===== src/rtl/pla_pkg.sv =====
package pla_pkg;

    typedef enum logic [1:0] {
        LIT_ABSENT = 2'b00,
        LIT_TRUE   = 2'b01,
        LIT_COMP   = 2'b10,
        LIT_KILL   = 2'b11
    } lit_code_e;

    typedef enum logic {
        PLANE_AND = 1'b0,
        PLANE_OR  = 1'b1
    } plane_sel_e;

    // Contribution of one literal to its product term.
    function automatic logic lit_pass(input logic [1:0] code, input logic x);
        logic r;
        case (lit_code_e'(code))
            LIT_TRUE: r = x;
            LIT_COMP: r = ~x;
            LIT_KILL: r = 1'b0;
            default:  r = 1'b1;
        endcase
        return r;
    endfunction

    function automatic int max_int(input int a, input int b);
        return (a > b) ? a : b;
    endfunction

endpackage


===== src/rtl/pla_cfg_decode.sv =====
module pla_cfg_decode #(
    parameter int N_TERM = 5,
    parameter int N_OUT  = 4,
    parameter int ROW_W  = 3
) (
    input  logic             we,
    input  logic             plane,
    input  logic [ROW_W-1:0] row,
    output logic             and_we,
    output logic             or_we
);
    import pla_pkg::*;

    logic and_row_ok;
    logic or_row_ok;

    always_comb begin
        and_row_ok = (int'(row) < N_TERM);
        or_row_ok  = (int'(row) < N_OUT);
        and_we     = we && (plane_sel_e'(plane) == PLANE_AND) && and_row_ok;
        or_we      = we && (plane_sel_e'(plane) == PLANE_OR)  && or_row_ok;
    end

endmodule


===== src/rtl/pla_term_plane.sv =====
module pla_term_plane #(
    parameter int N_IN   = 3,
    parameter int N_TERM = 5,
    parameter int ROW_W  = 3,
    localparam int ROW_BITS = 2 * N_IN
) (
    input  logic                clk,
    input  logic                rst,
    input  logic                wr_en,
    input  logic [ROW_W-1:0]    wr_row,
    input  logic [ROW_BITS-1:0] wr_data,
    input  logic [N_IN-1:0]     in_vec,
    output logic [N_TERM-1:0]   term_vec
);
    import pla_pkg::*;

    typedef struct packed {
        logic [N_TERM-1:0][ROW_BITS-1:0] row;
    } and_state_t;

    and_state_t st_d, st_q;

    always_comb begin
        st_d = st_q;
        for (int r = 0; r < N_TERM; r++) begin
            if (wr_en && (wr_row == ROW_W'(r))) begin
                st_d.row[r] = wr_data;
            end
        end
    end

    always_ff @(posedge clk) begin
        if (rst) begin
            st_q <= '0;
        end else begin
            st_q <= st_d;
        end
    end

    logic [N_TERM-1:0][N_IN-1:0] lit_ok;

    for (genvar t = 0; t < N_TERM; t++) begin : g_term
        for (genvar i = 0; i < N_IN; i++) begin : g_lit
            assign lit_ok[t][i] = lit_pass(st_q.row[t][2*i +: 2], in_vec[i]);
        end
        assign term_vec[t] = &lit_ok[t];
    end

endmodule


===== src/rtl/pla_sum_plane.sv =====
module pla_sum_plane #(
    parameter int N_TERM = 5,
    parameter int N_OUT  = 4,
    parameter int ROW_W  = 3
) (
    input  logic              clk,
    input  logic              rst,
    input  logic              wr_en,
    input  logic [ROW_W-1:0]  wr_row,
    input  logic [N_TERM-1:0] wr_data,
    input  logic [N_TERM-1:0] term_vec,
    output logic [N_OUT-1:0]  out_vec
);

    typedef struct packed {
        logic [N_OUT-1:0][N_TERM-1:0] row;
    } or_state_t;

    or_state_t st_d, st_q;

    always_comb begin
        st_d = st_q;
        for (int r = 0; r < N_OUT; r++) begin
            if (wr_en && (wr_row == ROW_W'(r))) begin
                st_d.row[r] = wr_data;
            end
        end
    end

    always_ff @(posedge clk) begin
        if (rst) begin
            st_q <= '0;
        end else begin
            st_q <= st_d;
        end
    end

    for (genvar o = 0; o < N_OUT; o++) begin : g_out
        assign out_vec[o] = |(st_q.row[o] & term_vec);
    end

endmodule


===== src/rtl/cfg_pla.sv =====
module cfg_pla #(
    parameter int N_IN   = 3,
    parameter int N_TERM = 5,
    parameter int N_OUT  = 4,
    localparam int ROW_W  = (pla_pkg::max_int(N_TERM, N_OUT) > 1) ?
                            $clog2(pla_pkg::max_int(N_TERM, N_OUT)) : 1,
    localparam int DATA_W = pla_pkg::max_int(2 * N_IN, N_TERM)
) (
    input  logic              clk,
    input  logic              rst,
    input  logic              cfg_we,
    input  logic              cfg_plane,
    input  logic [ROW_W-1:0]  cfg_row,
    input  logic [DATA_W-1:0] cfg_data,
    input  logic [N_IN-1:0]   pla_in,
    output logic [N_OUT-1:0]  pla_out
);

    logic              and_we;
    logic              or_we;
    logic [N_TERM-1:0] term_vec;

    pla_cfg_decode #(
        .N_TERM (N_TERM),
        .N_OUT  (N_OUT),
        .ROW_W  (ROW_W)
    ) u_dec (
        .we     (cfg_we),
        .plane  (cfg_plane),
        .row    (cfg_row),
        .and_we (and_we),
        .or_we  (or_we)
    );

    pla_term_plane #(
        .N_IN   (N_IN),
        .N_TERM (N_TERM),
        .ROW_W  (ROW_W)
    ) u_and (
        .clk      (clk),
        .rst      (rst),
        .wr_en    (and_we),
        .wr_row   (cfg_row),
        .wr_data  (cfg_data[2*N_IN-1:0]),
        .in_vec   (pla_in),
        .term_vec (term_vec)
    );

    pla_sum_plane #(
        .N_TERM (N_TERM),
        .N_OUT  (N_OUT),
        .ROW_W  (ROW_W)
    ) u_or (
        .clk      (clk),
        .rst      (rst),
        .wr_en    (or_we),
        .wr_row   (cfg_row),
        .wr_data  (cfg_data[N_TERM-1:0]),
        .term_vec (term_vec),
        .out_vec  (pla_out)
    );

endmodule


===== config.mk =====
export PLATFORM = sky130hd
export DESIGN_NAME = cfg_pla
export DESIGN_NICKNAME = d
export VERILOG_FILES = /design/src/rtl/pla_pkg.sv /design/src/rtl/pla_cfg_decode.sv /design/src/rtl/pla_term_plane.sv /design/src/rtl/pla_sum_plane.sv /design/src/rtl/cfg_pla.sv
export SDC_FILE = /design/constraint.sdc
export NUM_CORES = 1
export LEC_CHECK = 0
export BUFFER_PORTS_ARGS = -buffer_cell sky130_fd_sc_hd__buf_2
export CAP_MARGIN = 10
export CORE_ASPECT_RATIO = 0.6
export CORE_MARGIN = 2
export CORE_UTILIZATION = 30
export DETAILED_ROUTE_END_ITERATION = 10
export GPL_TIMING_DRIVEN = 0
export PLACE_DENSITY_LB_ADDON = 0.2
export RECOVER_POWER = 50
export SETUP_SLACK_MARGIN = 0.3
export SKIP_CTS_REPAIR_TIMING = 1
export SYNTH_ARGS = -nofsm -noshare
export SYNTH_HDL_FRONTEND = slang
export SYNTH_SLANG_ARGS = --single-unit

===== constraint.sdc =====
create_clock -name clk -period 1.4 [get_ports clk]
set_input_delay 0.14 -clock clk [delete_from_list [all_inputs] [get_ports clk]]
set_output_delay 0.14 -clock clk [all_outputs]
set_load 0.01 [all_outputs]

Yosys cells after proc, flatten, opt, wreduce, memory -nomap -nowiden
Cells that the tools add are included.

$lt $le $gt $ge: 2. Eq/ne operators: 49. Muxes and demuxes: 15. Bitwise logic cells: 8. Reduce and logical (&&, ||, !) cells: 23.

Operators with widths (count): == test 2 bit, second input constant (30); case mux 1 bit (3 select lines) (15); == test 2 x 1 -> 1 bit, second input constant (15); AND 5 bit (4); OR reduction 5 bit (4); AND reduction 3 bit (5); logical AND 1 bit (13); == test 3 x 2 -> 1 bit, second input constant (2); < comparator 3 bit, second input constant (2); inverter 1 bit (4); == test 3 x 1 -> 1 bit, second input constant (1); == test 3 bit, second input constant (1); logical NOT 3 bit (1).

Bits in registers: 50. Bits of input ports: 16. Output and inout port bits: 4. Word-level logic and storage cells: 106.

Longest topological paths before layout
Depth in word-level cells: 5. Mapped depth: 5. Depth with buffers taken out: 4.

By module
A second synthesis with hierarchy kept.

Cells, all modules: 221. Area, all modules: 2353.5 um2.

Modules (own cells, without submodules): pla_term_plane (times used 1, cells an instance 132, area each 1417.6 um2, seq. area each 600.6 um2); pla_sum_plane (times used 1, cells an instance 85, area each 914.6 um2, seq. area each 400.4 um2); pla_cfg_decode (times used 1, cells an instance 4, area each 21.3 um2, seq. area each 0.0 um2).

Worst setup path after synthesis
Ideal clock, no wire load.

Path kind: in2reg. Start point: input cfg_row[2]. End point: register u_and.st_q[18] in the netlist's numbering. Library setup time: 0.128 ns. Arrival: 1.159 ns. Data required time: 1.272 ns. Slack: 0.114 ns. Stages: 5. Buffers on the path: 1. Cell sequence: buf_2 > nand3b_1 > nor3b_4 > mux2i_1 > nor2_1.

Word-level cells in the longest chain between the ends: 3. Elaborated cells between the ends (all ways): 4. Those cells by class: 1 x order compare; 1 x eq/ne; 2 x reduce/logical.

RTL lines: start: declaration (line cfg_pla.sv:13) `input logic [ROW_W-1:0] cfg_row,`; < comparator 3 bit (line pla_cfg_decode.sv:18) `and_row_ok = (int'(row) < N_TERM);`; logical AND 1 bit (line pla_cfg_decode.sv:20) `and_we = we && (plane_sel_e'(plane) == PLANE_AND) && and_row_ok;`; logical AND 1 bit (*) (line pla_term_plane.sv:26) `if (wr_en && (wr_row == ROW_W'(r))) begin`; end signal: assignment (line pla_term_plane.sv:36) `st_q <= st_d;`; end: declaration (line pla_term_plane.sv:21) `and_state_t st_d, st_q;`.

Mark *: on every way between the ends. The rest lies on a longest branch, timed or not. A chain may end at the register's enable or synchronous reset.

Worst setup path in the final report
Start point: register u_and.st_q[15] in the netlist's numbering. End point: output pla_out[1].

Word-level cells in the longest chain between the ends: 5. Elaborated cells between the ends (all ways): 7. Those cells by class: 3 x eq/ne; 1 x mux; 1 x bitwise; 2 x reduce/logical.

RTL lines: == test 2 bit or == test 2 x 1 -> 1 bit (tied branches) (line pla_pkg.sv:18) `case (lit_code_e'(code))`; case mux 1 bit (3 select lines) (*) (line pla_pkg.sv:18); AND reduction 3 bit (*) (line pla_term_plane.sv:46) `assign term_vec[t] = &lit_ok[t];`; AND 5 bit (*) (line pla_sum_plane.sv:39) `assign out_vec[o] = |(st_q.row[o] & term_vec);`; OR reduction 5 bit (*) (line pla_sum_plane.sv:39); end: declaration (line cfg_pla.sv:16) `output logic [N_OUT-1:0] pla_out`.

Marks and branches as above.

==> impl_metrics.py <==
metrics = {
    "power": {
        "p_sw_uw": 701,
        "p_per_area_mw_per_mm2": 1130,
        "power.total_mw": 2.94,
        "pwr-share-comb_pct": 8.2,
        "switching_share_pct": 23.8,
        "leakage_nw": 1.10,
        "ir_drop_v": 0.000329,
        "pwr-share-clk_pct": 42.5,
        "cellInternalPower_mw": 2.24,
        "pwr-share-seq_pct": 49.3,
    },
    "critical_path": {
        "crit_path_end_kind": "output pin",
        "cp_cell_sequence": "mux2i_1, and3_4, a22oi_2, nand3_1, buf_2",
        "worstReg2RegStart": "u_or.st_q[4]",
        "slowest_delay_ns": 0.34,
        "cp.arrival_ns": 1.34,
        "crit_type": "reg2out",
        "rrSetupSlack_ns": 0.76,
        "cp-start-kind": "register",
        "cp_slowest_cell": "dfxtp_1",
        "required_ns": 1.26,
        "worstSetupStartpoint": "u_and.st_q[15]",
        "cp_max_fo": 4,
    },
    "logic_synthesis": {
        "muxShareOfSynthArea_pct": 26.8,
        "synth-seq-area-share_pct": 45.4,
        "synth_area_leaders": "dfxtp_1 45%, mux2i_1 27%, nor2_1 7.5%, a22oi_1 2.7%, nand3_1 2.3%",
        "ys_types": 20,
        "ys_ff_latch": 50,
        "syn_area_per_cell_um2": 9.90,
        "yosys.area_share.simple_pct": 20.2,
        "synthXorXnorAreaFrac_pct": 0,
        "netlist_area_mm2": 0.00221,
        "synth_compound_area_share_pct": 4.08,
        "netlist_instances": 223,
        "ys_warn_count": 0,
        "synth_fa_ha_area_share_pct": 0,
        "synth_area_leader_cell": "dfxtp_1",
        "synth_top_family_by_area": "multiplexers",
        "synth_nets": 239,
        "yosysTopAreaCellShare_pct": 45.4,
    },
    "finish": {
        "layout-drive-gt1-share_pct": 20.2,
        "finalNetCount": 258,
        "layout_commonest_cell": "mux2i_1",
        "num_antenna_cells": 0,
        "synthToLayoutAreaGrowth_pct": 18.4,
        "nFillCells": 748,
        "final_cell_mix": "59 x mux2i_1, 46 x nor2_1, 43 x dfxtp_1, 13 x clkbuf_1, 12 x nand2_1",
        "utilization_pct": 36.3,
    },
    "clock_tree": {
        "cts_made_buffers": 5,
        "cts_tree": "done",
        "cts_buffer_depth": 2,
        "root_buffer": "clkbuf_16",
        "h-tree-depth": 2,
        "cts.sinks": 50,
        "insertion_delay_ns": 0.30,
        "clk_pin_slew_worst_paths_ns": 0.07,
    },
    "floorplanning": {
        "dieArea_mm2": 0.00808,
        "core_mm2": 0.00721,
        "start_util_pct": 30.6,
        "die_w_um": 115,
        "die_h_um": 70.4,
        "row_count": 24,
        "io-pin-count": 20,
    },
    "place": {
        "io_buffer_count": 7,
        "routabilityCongestion": 0.807,
        "dp_slack_ns": -0.0433,
        "dp_hpwl_mm": 3.92,
    },
    "sta": {
        "fmax_mhz": 676,
        "fin_ws_ns": -0.0784,
        "rsz0062_at_grt": "true",
        "max-slew-margin-rel_pct": 57.3,
        "finClkSkew_ns": 0,
        "setup_violations": 4,
        "hold_viol": 0,
        "min_period_ns": 1.48,
        "finalCritPeriodShare_pct": 106,
        "worstMarginPinSlew_ns": 0.640,
        "final-max-slew-violation-count": 0,
    },
    "global_route": {
        "antenna_found_initial": 0,
        "grt_start_max_net_pins": 15,
        "grt_pass1_vias": 1575,
        "grt_util_all_layers_pct": 15.0,
        "grt_first_pass_wirelength_mm": 8.74,
        "grt_overflow": 0,
    },
    "min_path": {
        "min-delay-start": "cfg_data[5]",
        "hp-class": "in2reg",
    },
    "drt": {
        "wl_per_cell_um": 16.6,
        "antenna_left": 0,
        "drt-total-wl_mm": 5.55,
        "dr.pass1.iters": 4,
        "vias": 1619,
        "first_iter_violations": 125,
        "drc_errors": 0,
        "vias_per_cell": 4.85,
    },
    "run_status": {
        "outcome": "finished, violations left",
        "violations": "negative setup slack",
    },
    "flow_run": {
        "cap_violations": 0,
    },
}
-- worst max-delay path: cells and delay by family (launching register included) --
family / cells / cell delay (ns)
muxes: 1 / 0.07
and+or+nand+nor: 2 / 0.31
DFF: 1 / 0.34
AOI/OAI and AO/OA: 1 / 0.18
buffers and inverters: 1 / 0.14
-- worst paths after layout --
check	end	cells past startpoint
max	pla_out[1]	5
min	u_and.st_q[5]	3
max reg2reg	u_or.st_q[4]	2
min reg2reg	u_and.st_q[0]	2
-- cell type report --
class	count	area [µm²]	area share (%)
clock buffers	7	143	5.46
clock inverters	1	5.00	0.191
multi-input cells	155	1170	44.9
repair buffers	12	75.1	2.87
well taps	91	114	4.36
flip-flops and latches	50	1010	38.6
plain buffers	18	95.1	3.64
-- metal layers --
metal  vias up  GRT usage (%)  share of wire, %
li1        806              -                 -
met1       755           22.7                51
met2        51           19.3                37
met3         7           6.25                11
met4         0           3.21               1.2
met5         -              0                 0
-- synth_stat cells --
| cell | number |
|---|---|
| nand3b_2 | 2 |
| nand2_4 | 1 |
| and3_1 | 5 |
| nand3b_1 | 1 |
| nand3_1 | 10 |
| mux2i_1 | 59 |
| buf_6 | 1 |
| nor2_2 | 2 |
| buf_2 | 3 |
| a22oi_1 | 8 |
| dfxtp_1 | 50 |
| buf_1 | 2 |
| or4_4 | 1 |
| a21oi_1 | 6 |
| nand2_1 | 11 |
| nor3b_4 | 2 |
| nor4b_4 | 2 |
| nor2_1 | 44 |
| clkbuf_1 | 12 |
| nand4b_1 | 1 |
-- through the flow --
| step | hold slack (ns) | std cells | instance area, µm² | setup TNS, ns |
|---|---|---|---|---|
| floorplan | 0.284 | 223 | 2240 | 0 |
| global placement | 0.445 | 321 | 2390 | -0.449 |
| detailed placement | 0.446 | 321 | 2390 | -0.554 |
| CTS | 0.167 | 329 | 2540 | -0.817 |
| global route | 0.204 | 334 | 2610 | -0.729 |
| finish | 0.177 | 334 | 2610 | -0.294 |
-- registers in the layout (all words and copies together), names as in the netlist --
register and cells:
u_and.st_q 30, u_or.st_q 20
-- kinds of logic after synthesis --
group                  after synthesis
flip-flops                          50
buffers and inverters               18
AND/OR/NAND/NOR                     82
multiplexers                        59
AO/OA/AOI/OAI                       14
-- power groups by stage --
| stage | sequential (mW) | clock (mW) | combinational, mW |
|---|---|---|---|
| 2_1_floorplan | 1.48 | 0 | 0.163 |
| 3_3_place_gp | 1.48 | 0 | 0.241 |
| 3_5_place_dp | 1.48 | 0 | 0.240 |
| 4_1_cts | 1.45 | 1.27 | 0.241 |
| 5_1_grt | 1.45 | 1.34 | 0.261 |
| 6_report | 1.45 | 1.25 | 0.242 |
Note: power is estimated with default switching activity, not from simulation.
